$ cat src/rtl/alsu_pkg.sv
package alsu_pkg;
  typedef enum logic [1:0] {
    GRP_ARITH = 2'b00,
    GRP_LOGIC = 2'b01,
    GRP_SHR   = 2'b10,
    GRP_SHL   = 2'b11
  } grp_e;

  typedef enum logic [1:0] {
    Y_PLAIN = 2'b00,
    Y_INV   = 2'b01,
    Y_ZERO  = 2'b10,
    Y_ONES  = 2'b11
  } ysel_e;

  typedef enum logic [1:0] {
    L_AND = 2'b00,
    L_OR  = 2'b01,
    L_XOR = 2'b10,
    L_NOT = 2'b11
  } lsel_e;
endpackage

$ cat src/rtl/alsu_arith.sv
module alsu_arith
  import alsu_pkg::*;
#(
  parameter int WIDTH = 8
) (
  input  logic [WIDTH-1:0] a_i,
  input  logic [WIDTH-1:0] b_i,
  input  ysel_e            ysel_i,
  input  logic             cin_i,
  output logic [WIDTH-1:0] d_o,
  output logic             cout_o
);
  logic [WIDTH:0]   carry;
  logic [WIDTH-1:0] y;

  assign carry[0] = cin_i;

  for (genvar i = 0; i < WIDTH; i++) begin : g_bit
    always_comb begin
      unique case (ysel_i)
        Y_PLAIN: y[i] = b_i[i];
        Y_INV:   y[i] = ~b_i[i];
        Y_ZERO:  y[i] = 1'b0;
        default: y[i] = 1'b1;
      endcase
    end
    assign d_o[i]     = a_i[i] ^ y[i] ^ carry[i];
    assign carry[i+1] = (a_i[i] & y[i]) | (carry[i] & (a_i[i] ^ y[i]));
  end

  assign cout_o = carry[WIDTH];
endmodule

$ cat src/rtl/alsu_logic.sv
module alsu_logic
  import alsu_pkg::*;
#(
  parameter int WIDTH = 8
) (
  input  logic [WIDTH-1:0] a_i,
  input  logic [WIDTH-1:0] b_i,
  input  lsel_e            lsel_i,
  output logic [WIDTH-1:0] e_o
);
  for (genvar i = 0; i < WIDTH; i++) begin : g_bit
    always_comb begin
      unique case (lsel_i)
        L_AND:   e_o[i] = a_i[i] & b_i[i];
        L_OR:    e_o[i] = a_i[i] | b_i[i];
        L_XOR:   e_o[i] = a_i[i] ^ b_i[i];
        default: e_o[i] = ~a_i[i];
      endcase
    end
  end
endmodule

$ cat src/rtl/alsu_shift.sv
module alsu_shift #(
  parameter int WIDTH = 8
) (
  input  logic [WIDTH-1:0] a_i,
  output logic [WIDTH-1:0] shr_o,
  output logic [WIDTH-1:0] shl_o
);
  for (genvar i = 0; i < WIDTH; i++) begin : g_bit
    if (i == WIDTH - 1) begin : g_top
      assign shr_o[i] = 1'b0;
    end else begin : g_mid
      assign shr_o[i] = a_i[i+1];
    end
    if (i == 0) begin : g_bot
      assign shl_o[i] = 1'b0;
    end else begin : g_up
      assign shl_o[i] = a_i[i-1];
    end
  end
endmodule

$ cat src/rtl/als_unit.sv
module als_unit
  import alsu_pkg::*;
#(
  parameter int WIDTH = 8
) (
  input  logic [WIDTH-1:0] a_i,
  input  logic [WIDTH-1:0] b_i,
  input  logic [3:0]       sel_i,
  input  logic             cin_i,
  output logic [WIDTH-1:0] f_o,
  output logic             cout_o
);
  grp_e             grp;
  logic [WIDTH-1:0] arith_d;
  logic [WIDTH-1:0] logic_e;
  logic [WIDTH-1:0] shr_v;
  logic [WIDTH-1:0] shl_v;
  logic             adder_c;

  assign grp = grp_e'(sel_i[3:2]);

  alsu_arith #(.WIDTH(WIDTH)) u_arith (
    .a_i   (a_i),
    .b_i   (b_i),
    .ysel_i(ysel_e'(sel_i[1:0])),
    .cin_i (cin_i),
    .d_o   (arith_d),
    .cout_o(adder_c)
  );

  alsu_logic #(.WIDTH(WIDTH)) u_logic (
    .a_i   (a_i),
    .b_i   (b_i),
    .lsel_i(lsel_e'(sel_i[1:0])),
    .e_o   (logic_e)
  );

  alsu_shift #(.WIDTH(WIDTH)) u_shift (
    .a_i  (a_i),
    .shr_o(shr_v),
    .shl_o(shl_v)
  );

  for (genvar i = 0; i < WIDTH; i++) begin : g_out
    always_comb begin
      unique case (grp)
        GRP_ARITH: f_o[i] = arith_d[i];
        GRP_LOGIC: f_o[i] = logic_e[i];
        GRP_SHR:   f_o[i] = shr_v[i];
        default:   f_o[i] = shl_v[i];
      endcase
    end
  end

  assign cout_o = (grp == GRP_ARITH) & adder_c;
endmodule

$ cat config.mk
export PLATFORM = sky130hd
export DESIGN_NAME = als_unit
export DESIGN_NICKNAME = d
export VERILOG_FILES = /design/src/rtl/alsu_pkg.sv /design/src/rtl/alsu_arith.sv /design/src/rtl/alsu_logic.sv /design/src/rtl/alsu_shift.sv /design/src/rtl/als_unit.sv
export SDC_FILE = /design/constraint.sdc
export NUM_CORES = 1
export LEC_CHECK = 0
export BUFFER_PORTS_ARGS = -buffer_cell sky130_fd_sc_hd__buf_2
export CAP_MARGIN = 20
export CORE_AREA = 2 2 50 43
export DETAILED_ROUTE_END_ITERATION = 8
export DIE_AREA = 0 0 52 45
export GPL_ROUTABILITY_DRIVEN = 0
export GPL_TIMING_DRIVEN = 0
export PLACE_DENSITY = 0.86
export SLEW_MARGIN = 5
export SYNTH_ARGS = -nofsm -noshare
export SYNTH_HDL_FRONTEND = slang
export SYNTH_SLANG_ARGS = --single-unit
$ cat constraint.sdc
create_clock -name vclk -period 15.2
set_input_delay 1.52 -clock vclk [all_inputs]
set_output_delay 1.52 -clock vclk [all_outputs]
set_load 0.005 [all_outputs]
==> flow_summary.yaml, run 1 <==
drt:
  routedWlPerCell_um: 12.8
  routed_wirelength_um: 2380
  first_pass_iters: 4
  route.detailed.drc: 0
  num_vias: 1021
  viasPerCell: 5.52
  drt.antenna.violating_nets: 0
  first_iter_violations: 19
global_route:
  globalRouteTotalUtil: 0.216
  grt_max_degree: 11
  grt_pass1_vias: 957
  grt_pass1_wl_um: 3950
  overflow: 0
  antenna_found_initial: 0
final_layout:
  finalNetCount: 208
  insertedDiodeCount: 0
  final_cell_mix: "33 x buf_2, 22 x inv_1, 20 x nor2b_1"
  layout-drive-gt1-share: 0.236
  design_area_sq_um: 1210
  clkbuf_count: 0
  area_growth_pct: 17.4
  instances_no_fill: 185
  seq_cell_count: 0
  seqCellArea_sq_um: 0
  mostFrequentLayoutCell: "buf_2"
  fillers: 152
floorplan:
  fp-row-count: 14
  core_sq_um: 1800
  ios: 30
  die_y_um: 45
  start_util: 0.574
  die_area_sq_um: 2340
  die_x_um: 52
logic_synthesis:
  syn_area_per_cell_sq_um: 7.90
  synth_area_leaders: "ha_1 19%, fa_1 15%, nor2b_1 12%, mux4_2 8.7%, inv_1 8.0%"
  synth_area_sq_um: 1030
  ys_types: 21
  synth-seq-area-share: 0
  yosys_warnings: 0
  synth_top_area_cell: "ha_1"
  synth_cells: 131
  syn-num-nets: 176
  synth_top_cell_area_share: 0.193
critical_path:
  worstPathArrival_ps: 6150
  slowest_delay_ps: 490
  critPathMaxFanout: 10
  path_cells: "buf_2 > clkbuf_1 > buf_2 > xnor2_1 > fa_1 > inv_1 > fa_1 > fa_1 > fa_1 > fa_1 > fa_1 > fa_1 > fa_1 > nor3b_1 > a31oi_1 > o21ai_1 > buf_2"
  cp_top_family: "adder cells"
  setup.worst_path.end_class: "output port"
  crit_top_cell: "fa_1"
  crit_path_start_kind: "input port"
  crit_type: "in -> out"
  cp_data_required_time_ps: 13680
  path_buf_inv: 5
  crit_slowest_cell: "fa_1"
place:
  dpl.cell_count: 185
  dp_hpwl_um: 1930
  portBuffers: 30
  place_area_sq_um: 1210
timing:
  hold_violations: 0
  relSlewSlack: 0.653
  min_period_over_period: 0.505
  setup_viol: 0
  period_needed_ps: 7670
  drv_slew: 0
  clock.fmax_mhz: 130
  rsz0062_at_grt: "false"
  worst_slew_pin_slew_ps: 521
  setup_tns_ps: 0
  fin_worst_hold_slack_ps: 3460
power:
  peakVddDrop_v: 0.0000183
  power_leakage_nw: 0.589
  power_w: 0.0000376
  p_per_area_nw_per_um2: 30.9
worst_hold_path:
  hold_class: "in -> out"
run:
  drv_cap: 0
cts:
  postCtsHoldBufs: 0
  post_cts_resized: 0
  cts_setup_buffers: 0
run_status:
  run_status: "completed"
cell type report:
cell class / instances / area [sq um] / area share
buffer: 7 / 30.0 / 0.0247
inverter: 23 / 86.3 / 0.0711
multi-input combinational: 101 / 918 / 0.756
tap: 24 / 30.0 / 0.0247
timing repair buffer: 30 / 150 / 0.124
path summary, 6_finish.rpt:
path                      from     end  slack (ps)  cells past startpoint
worst max-delay path  sel_i[0]  f_o[7]        7530                     17
worst min-delay path    a_i[6]  f_o[7]        3460                      4
power breakdown:
part           switching, W  internal [W]   total, W
combinational     0.0000189     0.0000187  0.0000376
sequential                0             0          0
clock                     0             0          0
logic make-up (layout without fill, tap and decap cells):
| family | after synthesis | after routing | share of synthesized area |
|---|---|---|---|
| and+or+nand+nor | 37 | 37 | 0.209 |
| buffers and inverters | 30 | 60 | 0.112 |
| AOI/OAI and AO/OA | 28 | 28 | 0.175 |
| adders and majority gates | 24 | 24 | 0.348 |
| xor gates and xnor gates | 8 | 8 | 0.0677 |
| muxes | 4 | 4 | 0.0871 |
synthesized netlist by cell type:
cell type  count
inv_1         22
nor2b_1       20
ha_1          16
fa_1           8
nand2b_1       8
o21ai_1        8
xnor2_1        8
a211oi_1       5
a31oi_1        5
a21boi_0       4
clkbuf_1       4
mux4_2         4
nand2_1        4
buf_2          3
nor2_1         3
o211ai_1       3
nor3b_1        2
a21oi_1        1
a41oi_1        1
inv_2          1
o22ai_1        1
metrics by stage:
step	worst slack (ps)	util
detailed placement	7570	0.673
global route	7290	0.673
floorplan	8210	-
finish	7530	0.673
CTS	7540	0.673
global placement	7600	0.673
metal layers:
metal | GRT usage | routed length (um) | vias to the layer above
li1 | - | - | 495
met1 | 0.291 | 1070 | 498
met5 | 0 | 0 | -
met3 | 0 | 97 | 0
met4 | 0.00526 | 0 | 0
met2 | 0.415 | 1210 | 28
No activity file was read; power rests on OpenSTA's default activity.
==> inputs of run 2 (changes only) <==
--- a/config.mk
+++ b/config.mk
@@ -7,12 +7,12 @@
 export LEC_CHECK = 0
 export BUFFER_PORTS_ARGS = -buffer_cell sky130_fd_sc_hd__buf_2
 export CAP_MARGIN = 20
-export CORE_AREA = 2 2 50 43
+export CORE_AREA = 2 2 52 44
 export DETAILED_ROUTE_END_ITERATION = 8
-export DIE_AREA = 0 0 52 45
+export DIE_AREA = 0 0 54 46
 export GPL_ROUTABILITY_DRIVEN = 0
 export GPL_TIMING_DRIVEN = 0
-export PLACE_DENSITY = 0.86
+export PLACE_DENSITY = 0.81
 export SLEW_MARGIN = 5
 export SYNTH_ARGS = -nofsm -noshare
 export SYNTH_HDL_FRONTEND = slang
==> constraint.sdc (replaced) <==
create_clock -name vclk -period 7.7
set_input_delay 0.77 -clock vclk [all_inputs]
set_output_delay 0.77 -clock vclk [all_outputs]
set_load 0.005 [all_outputs]
==> run 2 against run 1 <==
Wire length is 6.6% higher. Non-clock buffer count is the same. Flip-flop and latch count is the same. Total power increased by 100%. Largest cell class unchanged. Highest routed layer unchanged.
==> flow_summary.yaml, run 2 (same netlist as run 1, synthesis figures left out) <==
floorplan:
  fp-row-count: 15
  die_y_um: 46
  start_util: 0.510
  core_sq_um: 2030
  die_x_um: 54
  die_area_sq_um: 2480
  ios: 30
global_route:
  grt_max_degree: 11
  grt_pass1_wl_um: 4040
  antenna_found_initial: 0
  grt_pass1_vias: 967
  globalRouteTotalUtil: 0.218
  overflow: 0
critical_path:
  path_depth: 17
  crit_top_cell: "fa_1"
  path_buf_inv: 5
  crit_type: "in -> out"
  cp_data_required_time_ps: 6930
  setup.worst_path.end_class: "output port"
  crit_path_start_kind: "input port"
  critPathLaunch: "sel_i[0]"
  cp_top_family: "adder cells"
  crit_slowest_cell: "fa_1"
  path_cells: "buf_2 > clkbuf_1 > buf_2 > xnor2_1 > fa_1 > inv_1 > fa_1 > fa_1 > fa_1 > fa_1 > fa_1 > fa_1 > fa_1 > nor3b_1 > a31oi_1 > o21ai_1 > buf_2"
  slowest_delay_ps: 490
  critPathMaxFanout: 10
  worstPathArrival_ps: 5500
  cp-endpoint: "f_o[7]"
timing:
  rsz0062_at_grt: "false"
  relSlewSlack: 0.671
  drv_slew: 0
  hold_violations: 0
  clock.fmax_mhz: 159
  min_period_over_period: 0.815
  fin_worst_hold_slack_ps: 1980
  setup_tns_ps: 0
  worst_slew_pin_slew_ps: 493
  setup_viol: 0
  period_needed_ps: 6270
final_layout:
  clkbuf_count: 0
  seqCellArea_sq_um: 0
  final_core_util: 0.600
  mostFrequentLayoutCell: "buf_2"
  layout-drive-gt1-share: 0.236
  insertedDiodeCount: 0
  fillers: 199
  design_area_sq_um: 1220
  seq_cell_count: 0
  final_cell_mix: "33 x buf_2, 22 x inv_1, 20 x nor2b_1"
  instances_no_fill: 186
  area_growth_pct: 17.5
  finalNetCount: 208
cts:
  post_cts_resized: 0
  cts_setup_buffers: 0
  postCtsHoldBufs: 0
drt:
  drt.antenna.violating_nets: 0
  first_iter_violations: 17
  viasPerCell: 5.52
  routedWlPerCell_um: 13.6
  route.detailed.drc: 0
  first_pass_iters: 4
  routed_wirelength_um: 2530
  num_vias: 1027
place:
  portBuffers: 30
  dpl.cell_count: 186
  dp_hpwl_um: 2060
  place_area_sq_um: 1220
run:
  drv_cap: 0
run_status:
  run_status: "completed"
power:
  peakVddDrop_v: 0.0000357
  power_leakage_nw: 0.589
  p_per_area_nw_per_um2: 62.3
worst_hold_path:
  hold_class: "in -> out"
-- run 2: cell counts in the layout (fill, tap and decap cells not counted) --
Identical to the previous run, type by type.
-- run 2: area by class of cell --
class	count	area [sq um]	area share
Multi-Input combinational cell	101	918	0.755
Timing Repair Buffer	30	150	0.123
Inverter	23	86.3	0.0710
Tap cell	25	31.3	0.0257
Buffer	7	30.0	0.0247
-- run 2: per-stage QoR --
step / total power [W] / worst slack, ps
floorplan: 0.0000475 / 2210
global placement: 0.0000702 / 1580
detailed placement: 0.0000760 / 1470
CTS: 0.0000765 / 1430
global route: 0.0000853 / 1240
finish: 0.0000758 / 1430
-- run 2: how the worst min path moves through the flow --
stage,start,cells past startpoint,slack (ps),end
final,a_i[6],4,1980,f_o[7]
after global routing,a_i[0],3,2010,f_o[1]
after CTS,a_i[5],4,1990,f_o[6]
after detailed placement,a_i[6],4,1980,f_o[7]
after global placement,a_i[0],3,1980,f_o[1]
after floorplan,sel_i[2],2,1680,f_o[0]
-- run 2: routing by layer --
| metal | track usage | part of all wire |
|---|---|---|
| met5 | 0 | 0 |
| met1 | 0.304 | 0.45 |
| met3 | 0.00329 | 0.067 |
| met4 | 0.0200 | 0 |
| met2 | 0.393 | 0.49 |
-- run 2: power by group --
group | switching (W) | total [W] | internal (W)
Sequential | 0 | 0 | 0
Combinational | 0.0000384 | 0.0000758 | 0.0000374
Clock | 0 | 0 | 0
Total | 0.0000384 | 0.0000758 | 0.0000374
==> inputs of run 3 (changes only) <==
--- a/config.mk
+++ b/config.mk
@@ -7,12 +7,12 @@
 export LEC_CHECK = 0
 export BUFFER_PORTS_ARGS = -buffer_cell sky130_fd_sc_hd__buf_2
 export CAP_MARGIN = 20
-export CORE_AREA = 2 2 52 44
+export CORE_AREA = 2 2 54 46
 export DETAILED_ROUTE_END_ITERATION = 8
-export DIE_AREA = 0 0 54 46
+export DIE_AREA = 0 0 56 48
 export GPL_ROUTABILITY_DRIVEN = 0
 export GPL_TIMING_DRIVEN = 0
-export PLACE_DENSITY = 0.81
+export PLACE_DENSITY = 0.78
 export SLEW_MARGIN = 5
 export SYNTH_ARGS = -nofsm -noshare
 export SYNTH_HDL_FRONTEND = slang
==> constraint.sdc (replaced) <==
create_clock -name vclk -period 5.4
set_input_delay 0.54 -clock vclk [all_inputs]
set_output_delay 0.54 -clock vclk [all_outputs]
set_load 0.005 [all_outputs]
==> run 3 against run 2 <==
Final cell count shrank 1.1%. Critical path depth shrank 1. Total power grew 43%. Largest power group unchanged. Wire length shrank 5.7%. Combinational power grew 42%. Via count shrank 6.7%. First-iteration DRC count grew 5.9%. Non-clock buffer count shrank 2. Hold slack lost 460 ps.
==> flow_summary.yaml, run 3 (same netlist as run 1, synthesis figures left out) <==
run_status:
  run_status: "completed"
drt:
  first_iter_violations: 18
  route.detailed.drc: 0
  routedWlPerCell_um: 13.0
  viasPerCell: 5.21
  routed_wirelength_um: 2390
  num_vias: 958
  drt.antenna.violating_nets: 0
  first_pass_iters: 4
power:
  p_sw_frac: 0.501
  p_seq_frac: 0
  peakVddDrop_v: 0.0000570
  p_per_area_nw_per_um2: 88.8
  switchingPower_w: 0.0000541
  p_comb_frac: 1.000
  power_frac_clock: 0
  p_int_w: 0.0000539
  power_leakage_nw: 0.587
critical_path:
  path_cells: "clkbuf_4 > buf_6 > xnor2_1 > fa_1 > inv_1 > fa_1 > fa_1 > fa_1 > fa_1 > fa_1 > fa_1 > fa_1 > nor3b_1 > a31oi_1 > o21ai_1 > buf_2"
  crit_top_cell: "fa_1"
  crit_slowest_cell: "fa_1"
  cp_data_required_time_ps: 4860
  slowest_delay_ps: 480
  critPathMaxFanout: 13
  crit_path_start_kind: "input port"
  crit_type: "in -> out"
  worstPathArrival_ps: 4670
  setup.worst_path.end_class: "output port"
global_route:
  antenna_found_initial: 0
  grt_pass1_wl_um: 3980
  grt_max_degree: 14
  overflow: 0
  globalRouteTotalUtil: 0.187
  grt_pass1_vias: 893
floorplan:
  fp-row-count: 15
  start_util: 0.492
  die_x_um: 56
  ios: 30
  die_area_sq_um: 2690
  die_y_um: 48
  core_sq_um: 2100
cts:
  cts_setup_buffers: 0
worst_hold_path:
  hold_class: "in -> out"
final_layout:
  seq_cell_count: 0
  layout-drive-gt1-share: 0.233
  mostFrequentLayoutCell: "buf_2"
  clkbuf_count: 0
  seqCellArea_sq_um: 0
  area_growth_pct: 17.5
  finalNetCount: 206
  insertedDiodeCount: 0
  final_cell_mix: "30 x buf_2, 22 x inv_1, 20 x nor2b_1"
  instances_no_fill: 184
place:
  dpl.cell_count: 186
  dp_hpwl_um: 1970
  portBuffers: 30
timing:
  worst_slew_pin_slew_ps: 445
  period_needed_ps: 5210
  fin_worst_hold_slack_ps: 1510
  hold_violations: 0
  rsz0062_at_grt: "false"
  clock.fmax_mhz: 192
  setup_viol: 0
  min_period_over_period: 0.965
  relSlewSlack: 0.703
  drv_slew: 0
run:
  drv_cap: 0
==> run 3: cell types whose count changed in the layout (fill, tap and decap cells not counted) <==
cell | previous run | this run
clkbuf_4 | 0 | 1
buf_6 | 0 | 1
buf_2 | 33 | 30
clkbuf_1 | 4 | 3
==> run 3: area by class of cell <==
cell class,instances,area (sq um)
fillers,211,886
plain buffers,5,27.5
repair buffers,30,153
inverters,23,86.3
multi-input cells,101,918
well taps,25,31.3
==> run 3: power groups by stage <==
stage | logic (W) | clock network, W | registers (W)
after floorplan | 0.0000677 | 0 | 0
after global placement | 0.000101 | 0 | 0
after detailed placement | 0.000108 | 0 | 0
after CTS | 0.000109 | 0 | 0
after global routing | 0.000123 | 0 | 0
final | 0.000108 | 0 | 0
==> run 3: worst max-delay path, delay by kind of cell <==
| kind | cells | cell delay (ps) |
|---|---|---|
| simple gates | 1 | 170 |
| xor+xnor | 1 | 190 |
| compound gates | 2 | 160 |
| fa+ha+maj | 8 | 3070 |
| buf+inv | 4 | 540 |
==> run 3: through the flow <==
step | setup slack, ps | TNS, ps | total power [W] | cell area [sq um] | util
after detailed placement | -354 | -503 | 0.000108 | 1220 | 0.579
after CTS | 57.9 | 0 | 0.000109 | 1210 | 0.578
after floorplan | 369 | 0 | 0.0000677 | 1030 | -
after global routing | 17.7 | 0 | 0.000123 | 1220 | 0.579
final | 189 | 0 | 0.000108 | 1220 | 0.579
after global placement | -228 | -228 | 0.000101 | 1220 | 0.579
==> run 3: routing by layer <==
layer / GRT usage / vias up / part of all wire
met4: 0 / 0 / 0
met3: 0.00270 / 0 / 0.036
met2: 0.372 / 21 / 0.52
met5: 0 / - / 0
li1: - / 493 / -
met1: 0.252 / 444 / 0.44
==> run 3: path summary, 6_finish.rpt <==
path                  from      to  slack, ps  cells past startpoint
setup / recovery  sel_i[0]  f_o[7]        190                     16
hold / removal      a_i[6]  f_o[7]       1510                      4
==> run 3: repair_timing <==
item / 4_1_cts / 5_1_grt
endpoints found under the setup margin: 3 / 1
pin swaps: 0 / 0
gates resized for setup: 1 / 2
hold buffers: 0 / 0
